**src/rtl/pdu_pkg.sv**
```systemverilog
package pdu_pkg;

  localparam logic [1:0] STEP_NEG  = 2'b11;
  localparam logic [1:0] STEP_ZERO = 2'b00;
  localparam logic [1:0] STEP_POS  = 2'b01;

  typedef struct packed {
    logic [1:0] dx;
    logic [1:0] dy;
  } stepT;

  typedef struct packed {
    logic latchCode;
    logic captureX;
    logic captureY;
    logic selY;
  } dpCtrlT;

  typedef enum logic [2:0] {
    ST_IDLE, ST_RDX, ST_RDY, ST_WRX, ST_WRY, ST_FIN
  } ctlStateT;

  function automatic stepT decodeMotion(input logic [3:0] code);
    stepT s;
    unique case (code)
      4'd1:    s = '{dx: STEP_ZERO, dy: STEP_NEG};
      4'd2:    s = '{dx: STEP_ZERO, dy: STEP_POS};
      4'd3:    s = '{dx: STEP_NEG,  dy: STEP_ZERO};
      4'd4:    s = '{dx: STEP_NEG,  dy: STEP_NEG};
      4'd5:    s = '{dx: STEP_NEG,  dy: STEP_POS};
      4'd6:    s = '{dx: STEP_POS,  dy: STEP_ZERO};
      4'd7:    s = '{dx: STEP_POS,  dy: STEP_NEG};
      4'd8:    s = '{dx: STEP_POS,  dy: STEP_POS};
      default: s = '{dx: STEP_ZERO, dy: STEP_ZERO};
    endcase
    return s;
  endfunction

endpackage

```
**src/rtl/pdu_decode.sv**
```systemverilog
module pdu_decode
  import pdu_pkg::*;
#(
  parameter int CODE_W = 4
) (
  input  logic [CODE_W-1:0] code,
  output stepT              step,
  output logic              hasMotion
);

  logic [3:0] maskedCode;

  generate
    if (CODE_W > 4) begin : g_mask
      assign maskedCode = code[3:0];
    end else begin : g_pad
      assign maskedCode = 4'(code);
    end
  endgenerate

  always_comb begin
    step      = decodeMotion(maskedCode);
    hasMotion = (step.dx != STEP_ZERO) || (step.dy != STEP_ZERO);
  end

  // a decoded step is never -2
  always_comb begin
    a_r3_step_legal: assert (step.dx != 2'b10 && step.dy != 2'b10);
  end

endmodule

```
**src/rtl/pdu_ctrl.sv**
```systemverilog
module pdu_ctrl
  import pdu_pkg::*;
(
  input  logic   clk,
  input  logic   rstN,
  input  logic   start,
  input  logic   hasMotion,
  input  logic   memReady,
  output logic   memReq,
  output logic   memWrite,
  output logic   done,
  output dpCtrlT ctl
);

  ctlStateT state, stateNext;
  logic acceptStart;

  assign acceptStart = start && (state == ST_IDLE || state == ST_FIN);

  always_comb begin
    stateNext = state;
    unique case (state)
      ST_IDLE, ST_FIN: begin
        if (acceptStart) stateNext = hasMotion ? ST_RDX : ST_FIN;
        else             stateNext = ST_IDLE;
      end
      ST_RDX:  if (memReady) stateNext = ST_RDY;
      ST_RDY:  if (memReady) stateNext = ST_WRX;
      ST_WRX:  if (memReady) stateNext = ST_WRY;
      ST_WRY:  if (memReady) stateNext = ST_FIN;
      default: stateNext = ST_IDLE;
    endcase
  end

  always_ff @(posedge clk or negedge rstN) begin
    if (!rstN) state <= ST_IDLE;
    else       state <= stateNext;
  end

  always_comb begin
    memReq       = (state == ST_RDX) || (state == ST_RDY) ||
                   (state == ST_WRX) || (state == ST_WRY);
    memWrite     = (state == ST_WRX) || (state == ST_WRY);
    done         = (state == ST_FIN);
    ctl.latchCode = acceptStart;
    ctl.captureX  = (state == ST_RDX) && memReady;
    ctl.captureY  = (state == ST_RDY) && memReady;
    ctl.selY      = (state == ST_RDY) || (state == ST_WRY);
  end

  // a still code finishes next cycle without a request
  a_r2_still_no_access: assert property (@(posedge clk) disable iff (!rstN)
    (acceptStart && !hasMotion) |=> (done && !memReq));

  // no request while done is shown
  a_r6_done_quiet: assert property (@(posedge clk) disable iff (!rstN)
    done |-> !memReq);

  // writing starts only right after a completed read
  a_r4_write_after_read: assert property (@(posedge clk) disable iff (!rstN)
    $rose(memWrite) |-> $past(memReq && !memWrite && memReady));

  // a stalled transfer is not disturbed by a strobe
  a_r8_busy_hold: assert property (@(posedge clk) disable iff (!rstN)
    (memReq && !memReady && start) |=> memReq);

endmodule

```
**src/rtl/pdu_datapath.sv**
```systemverilog
module pdu_datapath
  import pdu_pkg::*;
#(
  parameter int                 DATA_W    = 16,
  parameter int                 ADDR_W    = 16,
  parameter logic [ADDR_W-1:0]  BASE_ADDR = 16'h0100
) (
  input  logic              clk,
  input  logic              rstN,
  input  dpCtrlT            ctl,
  input  stepT              stepIn,
  input  logic [DATA_W-1:0] memRdata,
  output logic [ADDR_W-1:0] memAddr,
  output logic [DATA_W-1:0] memWdata
);

  localparam int LANES = 2;
  localparam int EXT_W = DATA_W - 2;

  logic [DATA_W-1:0] sumW [LANES];

  generate
    for (genvar g = 0; g < LANES; g++) begin : g_lane
      logic [1:0]        stepQ;
      logic [DATA_W-1:0] coordQ;
      logic              laneCapture;
      logic [1:0]        laneStep;

      assign laneCapture = (g == 0) ? ctl.captureX : ctl.captureY;
      assign laneStep    = (g == 0) ? stepIn.dx : stepIn.dy;

      always_ff @(posedge clk or negedge rstN) begin
        if (!rstN) begin
          stepQ  <= STEP_ZERO;
          coordQ <= '0;
        end else begin
          if (ctl.latchCode) stepQ  <= laneStep;
          if (laneCapture)   coordQ <= memRdata;
        end
      end

      assign sumW[g] = coordQ + {{EXT_W{stepQ[1]}}, stepQ};
    end
  endgenerate

  assign memAddr  = BASE_ADDR + ADDR_W'(ctl.selY);
  assign memWdata = ctl.selY ? sumW[1] : sumW[0];

  // the X read goes to the base word
  a_r4_x_at_base: assert property (@(posedge clk) disable iff (!rstN)
    ctl.captureX |-> (memAddr == BASE_ADDR));

  // the Y read goes to the word after the base
  a_r4_y_after_base: assert property (@(posedge clk) disable iff (!rstN)
    ctl.captureY |-> (memAddr == BASE_ADDR + ADDR_W'(1)));

endmodule

```
**src/rtl/pointer_delta_updater.sv**
```systemverilog
module pointer_delta_updater
  import pdu_pkg::*;
#(
  parameter int                DATA_W    = 16,
  parameter int                ADDR_W    = 16,
  parameter logic [ADDR_W-1:0] BASE_ADDR = 16'h0100
) (
  input  logic              clk,
  input  logic              rstN,
  input  logic              start,
  input  logic [3:0]        motion,
  output logic              memReq,
  output logic              memWrite,
  output logic [ADDR_W-1:0] memAddr,
  output logic [DATA_W-1:0] memWdata,
  input  logic [DATA_W-1:0] memRdata,
  input  logic              memReady,
  output logic              done
);

  stepT   step;
  logic   hasMotion;
  dpCtrlT ctl;

  pdu_decode #(.CODE_W(4)) u_decode (
    .code      (motion),
    .step      (step),
    .hasMotion (hasMotion)
  );

  pdu_ctrl u_ctrl (
    .clk       (clk),
    .rstN      (rstN),
    .start     (start),
    .hasMotion (hasMotion),
    .memReady  (memReady),
    .memReq    (memReq),
    .memWrite  (memWrite),
    .done      (done),
    .ctl       (ctl)
  );

  pdu_datapath #(
    .DATA_W    (DATA_W),
    .ADDR_W    (ADDR_W),
    .BASE_ADDR (BASE_ADDR)
  ) u_datapath (
    .clk      (clk),
    .rstN     (rstN),
    .ctl      (ctl),
    .stepIn   (step),
    .memRdata (memRdata),
    .memAddr  (memAddr),
    .memWdata (memWdata)
  );

  // a pending request stays unchanged until ready
  a_r7_hold_request: assert property (@(posedge clk) disable iff (!rstN)
    (memReq && !memReady) |=> (memReq && $stable(memWrite) &&
                               $stable(memAddr) && $stable(memWdata)));

  // the completion pulse lasts one cycle unless restarted
  a_r6_single_pulse: assert property (@(posedge clk) disable iff (!rstN)
    (done && !start) |=> !done);

endmodule

```
**config.mk**
```make
export PLATFORM = sky130hd
export DESIGN_NAME = pointer_delta_updater
export DESIGN_NICKNAME = d
export VERILOG_FILES = /design/src/rtl/pdu_pkg.sv /design/src/rtl/pdu_decode.sv /design/src/rtl/pdu_ctrl.sv /design/src/rtl/pdu_datapath.sv /design/src/rtl/pointer_delta_updater.sv
export SDC_FILE = /design/constraint.sdc
export NUM_CORES = 1
export LEC_CHECK = 0
export ABC_AREA = 0
export CORE_ASPECT_RATIO = 2
export CORE_UTILIZATION = 49
export DETAILED_ROUTE_END_ITERATION = 6
export PLACE_DENSITY = 0.76
export REMOVE_ABC_BUFFERS = 1
export SLEW_MARGIN = 5
export SYNTH_ARGS = -nofsm -noshare
export SYNTH_HDL_FRONTEND = slang
export SYNTH_SLANG_ARGS = --single-unit
```
**constraint.sdc**
```tcl
create_clock -name clk -period 2.8 [get_ports clk]
set_input_delay 0.56 -clock clk [delete_from_list [all_inputs] [get_ports clk]]
set_output_delay 0.56 -clock clk [all_outputs]
set_load 0.02 [all_outputs]
```
==> impl_metrics.py, run 1 <==
metrics = {
    "run_status": {
        "status": "finished, violations left",
        "violations": "setup timing",
    },
    "global_routing": {
        "grt_pass1_wl_mm": 16.3,
        "track_usage": 0.306,
        "overflow": 0,
        "grt_max_degree": 40,
        "antenna_found_initial": 0,
        "grt_pass1_vias": 3525,
    },
    "clock_tree": {
        "holdBufCountCts": 0,
        "cts.sinks": 39,
        "cts_tree": "built",
        "clk_latency_ns": 0.29,
        "htree_num_levels": 2,
        "max-clock-path-buffers": 2,
        "cts-root-buf": "clkbuf_16",
        "numCtsBuffers": 5,
        "clk_pin_slew_ns": 0.06,
    },
    "timing": {
        "report.final.slew_viol_count": 0,
        "setup_violations": 13,
        "finClkSkew_ns": 0.00231,
        "relSlewSlack": 0.412,
        "report.final.hold_viol_count": 0,
        "setup_slack_ns": -0.481,
        "tightest_slew_ns": 0.883,
        "timing.fmax_ghz": 0.305,
        "finalCriticalPeriod_ns": 3.28,
        "rsz0062_at_grt": "yes",
        "tns_ns": -3.77,
        "period_share": 1.17,
    },
    "floorplan": {
        "core_area_um2": 6730,
        "rows": 42,
        "start_util": 0.513,
        "dieArea_um2": 7400,
        "die_height_um": 121,
        "ioPinCount": 59,
        "die_w_um": 61.3,
    },
    "critical_path": {
        "cp.required_ns": 2.24,
        "crit_arrival_ns": 2.72,
        "slowest_delay_ns": 0.48,
        "crit_path_end_kind": "output pin",
        "crit_chain": "buf_12 -> fa_2 -> a21oi_2 -> buf_6 -> nor2_4 -> o2111a_1 -> o41ai_2 -> xor2_1 -> mux2i_1 -> buf_4",
        "critPathSlowestCell": "dfrtp_2",
        "start_kind": "flip-flop",
        "path_class": "reg2out",
        "worst-path-max-fanout": 5,
    },
    "route": {
        "vias_per_cell": 5.90,
        "drc": 0,
        "drt_iter0_drc": 206,
        "wl_per_cell_um": 20.7,
        "drt-total-wl_mm": 11.8,
        "drtAntennaViolNets": 0,
        "vias": 3365,
        "dr.pass1.iters": 4,
    },
    "flow_run": {
        "cap_violations": 0,
    },
    "synthesis": {
        "synth_enable_flop_cells": 0,
        "synthCells": 347,
        "avgSynthCellArea_um2": 9.94,
        "ys.flop_type": "dfrtp_1",
        "yosysSeqAreaShare": 0.283,
        "synth.distinct_cells": 56,
        "ys_warn_count": 0,
        "ys_ff_latch": 39,
        "synth-async-reset-ratio": 1.00,
        "synth_area_um2": 3450,
    },
    "layout": {
        "mostFrequentLayoutCells": "buf_4, dfrtp_1, mux2_2",
        "fin_cells": 570,
        "final_util": 0.781,
        "final_area_um2": 5250,
        "fillCellCount": 423,
        "nNetsFinal": 541,
        "synthToLayoutAreaGrowth_pct": 52.2,
        "layout_commonest_cell": "buf_4",
        "drive_above_1_share": 0.473,
        "n_antenna_cell": 0,
    },
    "worst_hold_path": {
        "hp-class": "in2async",
    },
    "placed_design": {
        "portBuffers": 43,
        "place_inst": 544,
        "dpl-instance-area_um2": 4420,
        "hpwlAfterDp_mm": 7.01,
        "finalWeightedCongestion": 0.897,
    },
}
area by class of cell:
type | count | area [um^2] | share of cell area
Sequential cell | 39 | 978 | 0.186
Clock buffer | 5 | 125 | 0.0238
Tap cell | 88 | 110 | 0.0210
Multi-Input combinational cell | 287 | 2760 | 0.526
Clock inverter | 3 | 67.6 | 0.0129
Timing Repair Buffer | 138 | 1170 | 0.223
Inverter | 10 | 37.5 | 0.00715
logic make-up after synthesis:
family / after synthesis / share of synthesized area
AND/OR/NAND/NOR: 65 / 0.102
buffers and inverters: 34 / 0.0657
AO/OA/AOI/OAI: 93 / 0.184
flip-flops: 39 / 0.283
other: 2 / 0.00218
XOR/XNOR: 31 / 0.0787
multiplexers: 46 / 0.147
adder cells (fa/ha/maj): 37 / 0.138
timing repair:
action | CTS | global route
endpoints found under the setup margin | 14 | 13
pin swaps | 22 | 29
gates resized for setup | 117 | 55
setup buffers | 10 | 12
registers in the layout (all words and copies together), names as in the netlist:
register                  cells
u_ctrl.state                  3
u_datapath.g_lane.coordQ     32
u_datapath.g_lane.stepQ       4
final timing paths:
| check | startpoint | endpoint | slack (ns) | cells past startpoint |
|---|---|---|---|---|
| worst max-delay path | u_datapath.g_lane[0].stepQ[1] | memWdata[14] | -0.48 | 10 |
| max in group asynchronous | rstN | u_datapath.g_lane[1].stepQ[1] | 1.80 | 1 |
| worst min-delay path | rstN | u_datapath.g_lane[1].coordQ[6] | 0.39 | 1 |
| worst min register to register | u_datapath.g_lane[1].coordQ[14] | u_datapath.g_lane[1].coordQ[14] | 0.52 | 1 |
| min in group clk | u_datapath.g_lane[1].coordQ[14] | u_datapath.g_lane[1].coordQ[14] | 0.52 | 1 |
| worst max register to register | u_ctrl.state[2] | u_ctrl.state[2] | 0.98 | 6 |
metrics by stage:
step                hold slack [ns]  setup WS (ns)
CTS                           0.414         -0.370
finish                        0.387         -0.481
global placement              0.497         -0.510
detailed placement            0.506         -0.580
global route                  0.461         -0.568
floorplan                     0.264         -0.170
synth_stat cells, drive strengths merged, types with 4 or more instances:
master,count,share of area
inv,10,0.011
mux2,37,0.12
o21bai,6,0.014
a31oi,5,0.011
a21o,7,0.015
nand3,5,0.0087
nand2,23,0.027
ha,34,0.12
nor2,17,0.020
a211oi,5,0.012
mux2i,9,0.026
a21oi,20,0.030
dfrtp,39,0.28
nor3b,4,0.019
and2,5,0.0091
xnor2,20,0.051
o21a,4,0.0087
nor3,5,0.0073
o21ai,25,0.036
buf,23,0.051
xor2,11,0.028
per-layer routing:
layer	routed length (um)	vias to the layer above	global-route usage
met4	878	0	0.234
met2	6490	154	0.546
met1	3940	1644	0.287
li1	-	1508	-
met5	0	-	0
met3	501	59	0.0535
worst max-delay path, delay by kind of cell, from the launching register on:
kind / cells / cell delay, ns
AO/OA/AOI/OAI: 3 / 0.73
adder cells (fa/ha/maj): 1 / 0.37
XOR/XNOR: 1 / 0.13
AND/OR/NAND/NOR: 1 / 0.04
multiplexers: 1 / 0.19
buffers and inverters: 3 / 0.49
flip-flops: 1 / 0.48
Power of run 1 is left out: the tool's default activity adds up to more than one toggle a clock period on the data nets, which glitch-free logic cannot reach.
==> run 2, diff against run 1 <==
Settings changed: ABC_AREA 0 to 1, CORE_UTILIZATION 49 to 60, PLACE_DENSITY 0.76 to 0.85.
Clock period 2.8 ns to 4 ns, I/O delays scaled along.
==> run 2 against run 1 <==
  * The run now ends clean
  * Sequential cell count is the same
  * Wire length shrank 17%
  * Design area shrank 16%
  * Register-to-register slack gained 1.1 ns
  * Synthesized area grew 12%
  * Largest cell class unchanged
==> impl_metrics.py, run 2 <==
metrics = {
    "timing": {
        "report.final.slew_viol_count": 0,
        "setup_violations": 0,
        "rsz0062_at_grt": "no",
        "tns_ns": 0,
        "timing.fmax_ghz": 0.266,
        "report.final.hold_viol_count": 0,
        "finalCriticalPeriod_ns": 3.76,
        "relSlewSlack": 0.417,
        "finClkSkew_ns": 0.00882,
        "tightest_slew_ns": 0.875,
        "period_share": 0.940,
    },
    "synthesis": {
        "synthCells": 549,
        "synth_area_um2": 3860,
        "synth.distinct_cells": 35,
        "synth_top_area_frac": 0.253,
        "synth_area_leaders": "dfrtp_1, nand2_1, ha_1",
        "yosysSeqAreaShare": 0.253,
        "synth-async-reset-ratio": 1.00,
        "yosysMostFrequentCell": "nand2_1",
        "synth_area_leader_cell": "dfrtp_1",
        "synth_enable_flop_cells": 0,
        "synthTopCellsByCount": "nand2_1, inv_1, dfrtp_1",
        "ys_warn_count": 0,
        "avgSynthCellArea_um2": 7.03,
        "ys.flop_type": "dfrtp_1",
        "ys_ff_latch": 39,
    },
    "route": {
        "drtAntennaViolNets": 0,
        "drc": 0,
        "wl_per_cell_um": 14.4,
        "vias_per_cell": 5.39,
        "vias": 3658,
        "dr.pass1.iters": 4,
        "drt-total-wl_mm": 9.77,
        "drt_iter0_drc": 135,
    },
    "layout": {
        "top_regs": "u_datapath.g_lane.coordQ x32, u_datapath.g_lane.stepQ x4, u_ctrl.state x3",
        "mostFrequentLayoutCells": "nand2_1, inv_1, clkdlybuf4s50_1",
        "fin_cells": 679,
        "drive_above_1_share": 0.0911,
        "n_antenna_cell": 0,
        "nNetsFinal": 652,
        "synthToLayoutAreaGrowth_pct": 14.5,
        "layout_commonest_cell": "nand2_1",
        "largest_register_ffs": 32,
        "regMostFlops": "u_datapath.g_lane.coordQ",
    },
    "clock_tree": {
        "clk_pin_slew_ns": 0.06,
        "numCtsBuffers": 5,
        "max-clock-path-buffers": 2,
        "cts.sinks": 39,
        "cts_resized": 0,
        "cts-root-buf": "clkbuf_16",
        "holdBufCountCts": 0,
        "cts_tree": "built",
        "postCtsSetupBuffers": 0,
        "htree_num_levels": 2,
        "clk_latency_ns": 0.28,
    },
    "global_routing": {
        "overflow": 0,
        "grt_max_degree": 40,
        "grt_pass1_wl_mm": 15.9,
        "grt_use_met3": 0.0402,
        "use_met1": 0.277,
        "met2_usage": 0.601,
        "antenna_found_initial": 0,
        "track_usage": 0.312,
        "grt_busiest_layer": "met2",
        "grt_pass1_vias": 3663,
    },
    "critical_path": {
        "crit_arrival_ns": 2.96,
        "cp_common_cell": "nand2_1",
        "crit_path_end_kind": "output pin",
        "critPathSlowestCell": "dfrtp_1",
        "r2r_cells": 6,
        "crit_chain": "ha_1 -> nand2_1 -> o21ai_0 -> nand2_1 -> nand2_1 -> xor2_1 -> nand2_1 -> nand2_1 -> clkdlybuf4s50_1",
        "r2r_slack_ns": 2.11,
        "regToRegStartpoint": "u_ctrl.state[2]",
        "cp.required_ns": 3.20,
        "path_class": "reg2out",
        "reg2reg_to": "u_ctrl.state[0]",
        "worst-path-max-fanout": 17,
        "start_kind": "flip-flop",
        "slowest_delay_ns": 0.62,
    },
    "run_status": {
        "status": "completed",
    },
    "placed_design": {
        "portBuffers": 43,
        "place_inst": 671,
        "hpwlAfterDp_mm": 7.91,
        "finalWeightedCongestion": 0.901,
    },
    "floorplan": {
        "dieArea_um2": 6780,
        "start_util": 0.617,
        "ioPinCount": 59,
        "rows": 41,
        "core_area_um2": 6260,
        "die_height_um": 115,
        "die_w_um": 58.7,
    },
    "worst_hold_path": {
        "min_to": "u_datapath.g_lane[0].coordQ[0]",
        "hp-class": "reg2reg",
        "hp-start": "u_datapath.g_lane[0].coordQ[0]",
        "hold_depth": 2,
    },
    "flow_run": {
        "cap_violations": 0,
    },
}
-- run 2: changes by cell type after synthesis, sizes merged, moves of 9 or more --
cell,previous run,this run
inv,10,91
mux2i,9,0
nand2,23,193
nand3,5,36
nor2,17,31
xnor2,20,2
-- run 2: how the worst max path moves through the flow --
stage,startpoint,endpoint,slack [ns],cells after the start
after floorplan,u_datapath.g_lane[0].stepQ[1],memWdata[8],1.32,8
after global routing,u_datapath.g_lane[1].stepQ[1],memWdata[8],0.02,9
final,u_datapath.g_lane[1].stepQ[1],memWdata[8],0.24,9
after CTS,u_datapath.g_lane[1].stepQ[1],memWdata[8],0.24,9
after global placement,u_datapath.g_lane[1].stepQ[1],memWdata[8],0.61,9
after detailed placement,u_datapath.g_lane[1].stepQ[1],memWdata[8],0.56,9
-- run 2: kinds of logic (layout without fill, tap and decap cells) --
kind of cell    Yosys count  in the layout  synth area share
simple gates            277            277             0.308
buf+inv                 111            142             0.132
compound gates           48             48            0.0681
flops                    39             39             0.253
fa+ha+maj                36             36             0.121
mux                      30             30             0.103
xor+xnor                  6              6            0.0136
other cells               2             15           0.00194
-- run 2: cell type report --
class | count | area, um^2
Timing Repair Buffer | 43 | 425
Sequential cell | 39 | 976
Fill cell | 534 | 1840
Tap cell | 86 | 108
Multi-Input combinational cell | 412 | 2420
Inverter | 91 | 342
Clock buffer | 5 | 125
Clock inverter | 3 | 20.0
-- run 2: critical path: cells and delay by family, from the launching register on --
kind / cells / cell delay (ns)
AO/OA/AOI/OAI: 1 / 0.41
XOR/XNOR: 1 / 0.14
adder cells (fa/ha/maj): 1 / 0.47
buffers and inverters: 1 / 0.61
flip-flops: 1 / 0.62
AND/OR/NAND/NOR: 5 / 0.40
-- run 2: routing by layer --
| layer | vias to the layer above | part of all wire | wire [um] |
|---|---|---|---|
| li1 | 1797 | - | - |
| met1 | 1669 | 0.33 | 3190 |
| met2 | 147 | 0.55 | 5400 |
| met3 | 45 | 0.042 | 413 |
| met4 | 0 | 0.079 | 773 |
| met5 | - | 0 | 0 |
-- run 2: metrics by stage --
step,util,area [um^2],hold slack [ns],worst slack (ns)
floorplan,-,3740,0.453,1.32
global placement,0.683,4280,0.470,0.614
detailed placement,0.683,4280,0.486,0.555
CTS,0.706,4420,0.501,0.244
global route,0.706,4420,0.536,0.0242
finish,0.706,4420,0.502,0.240
Power of run 2 is left out for the same reason.
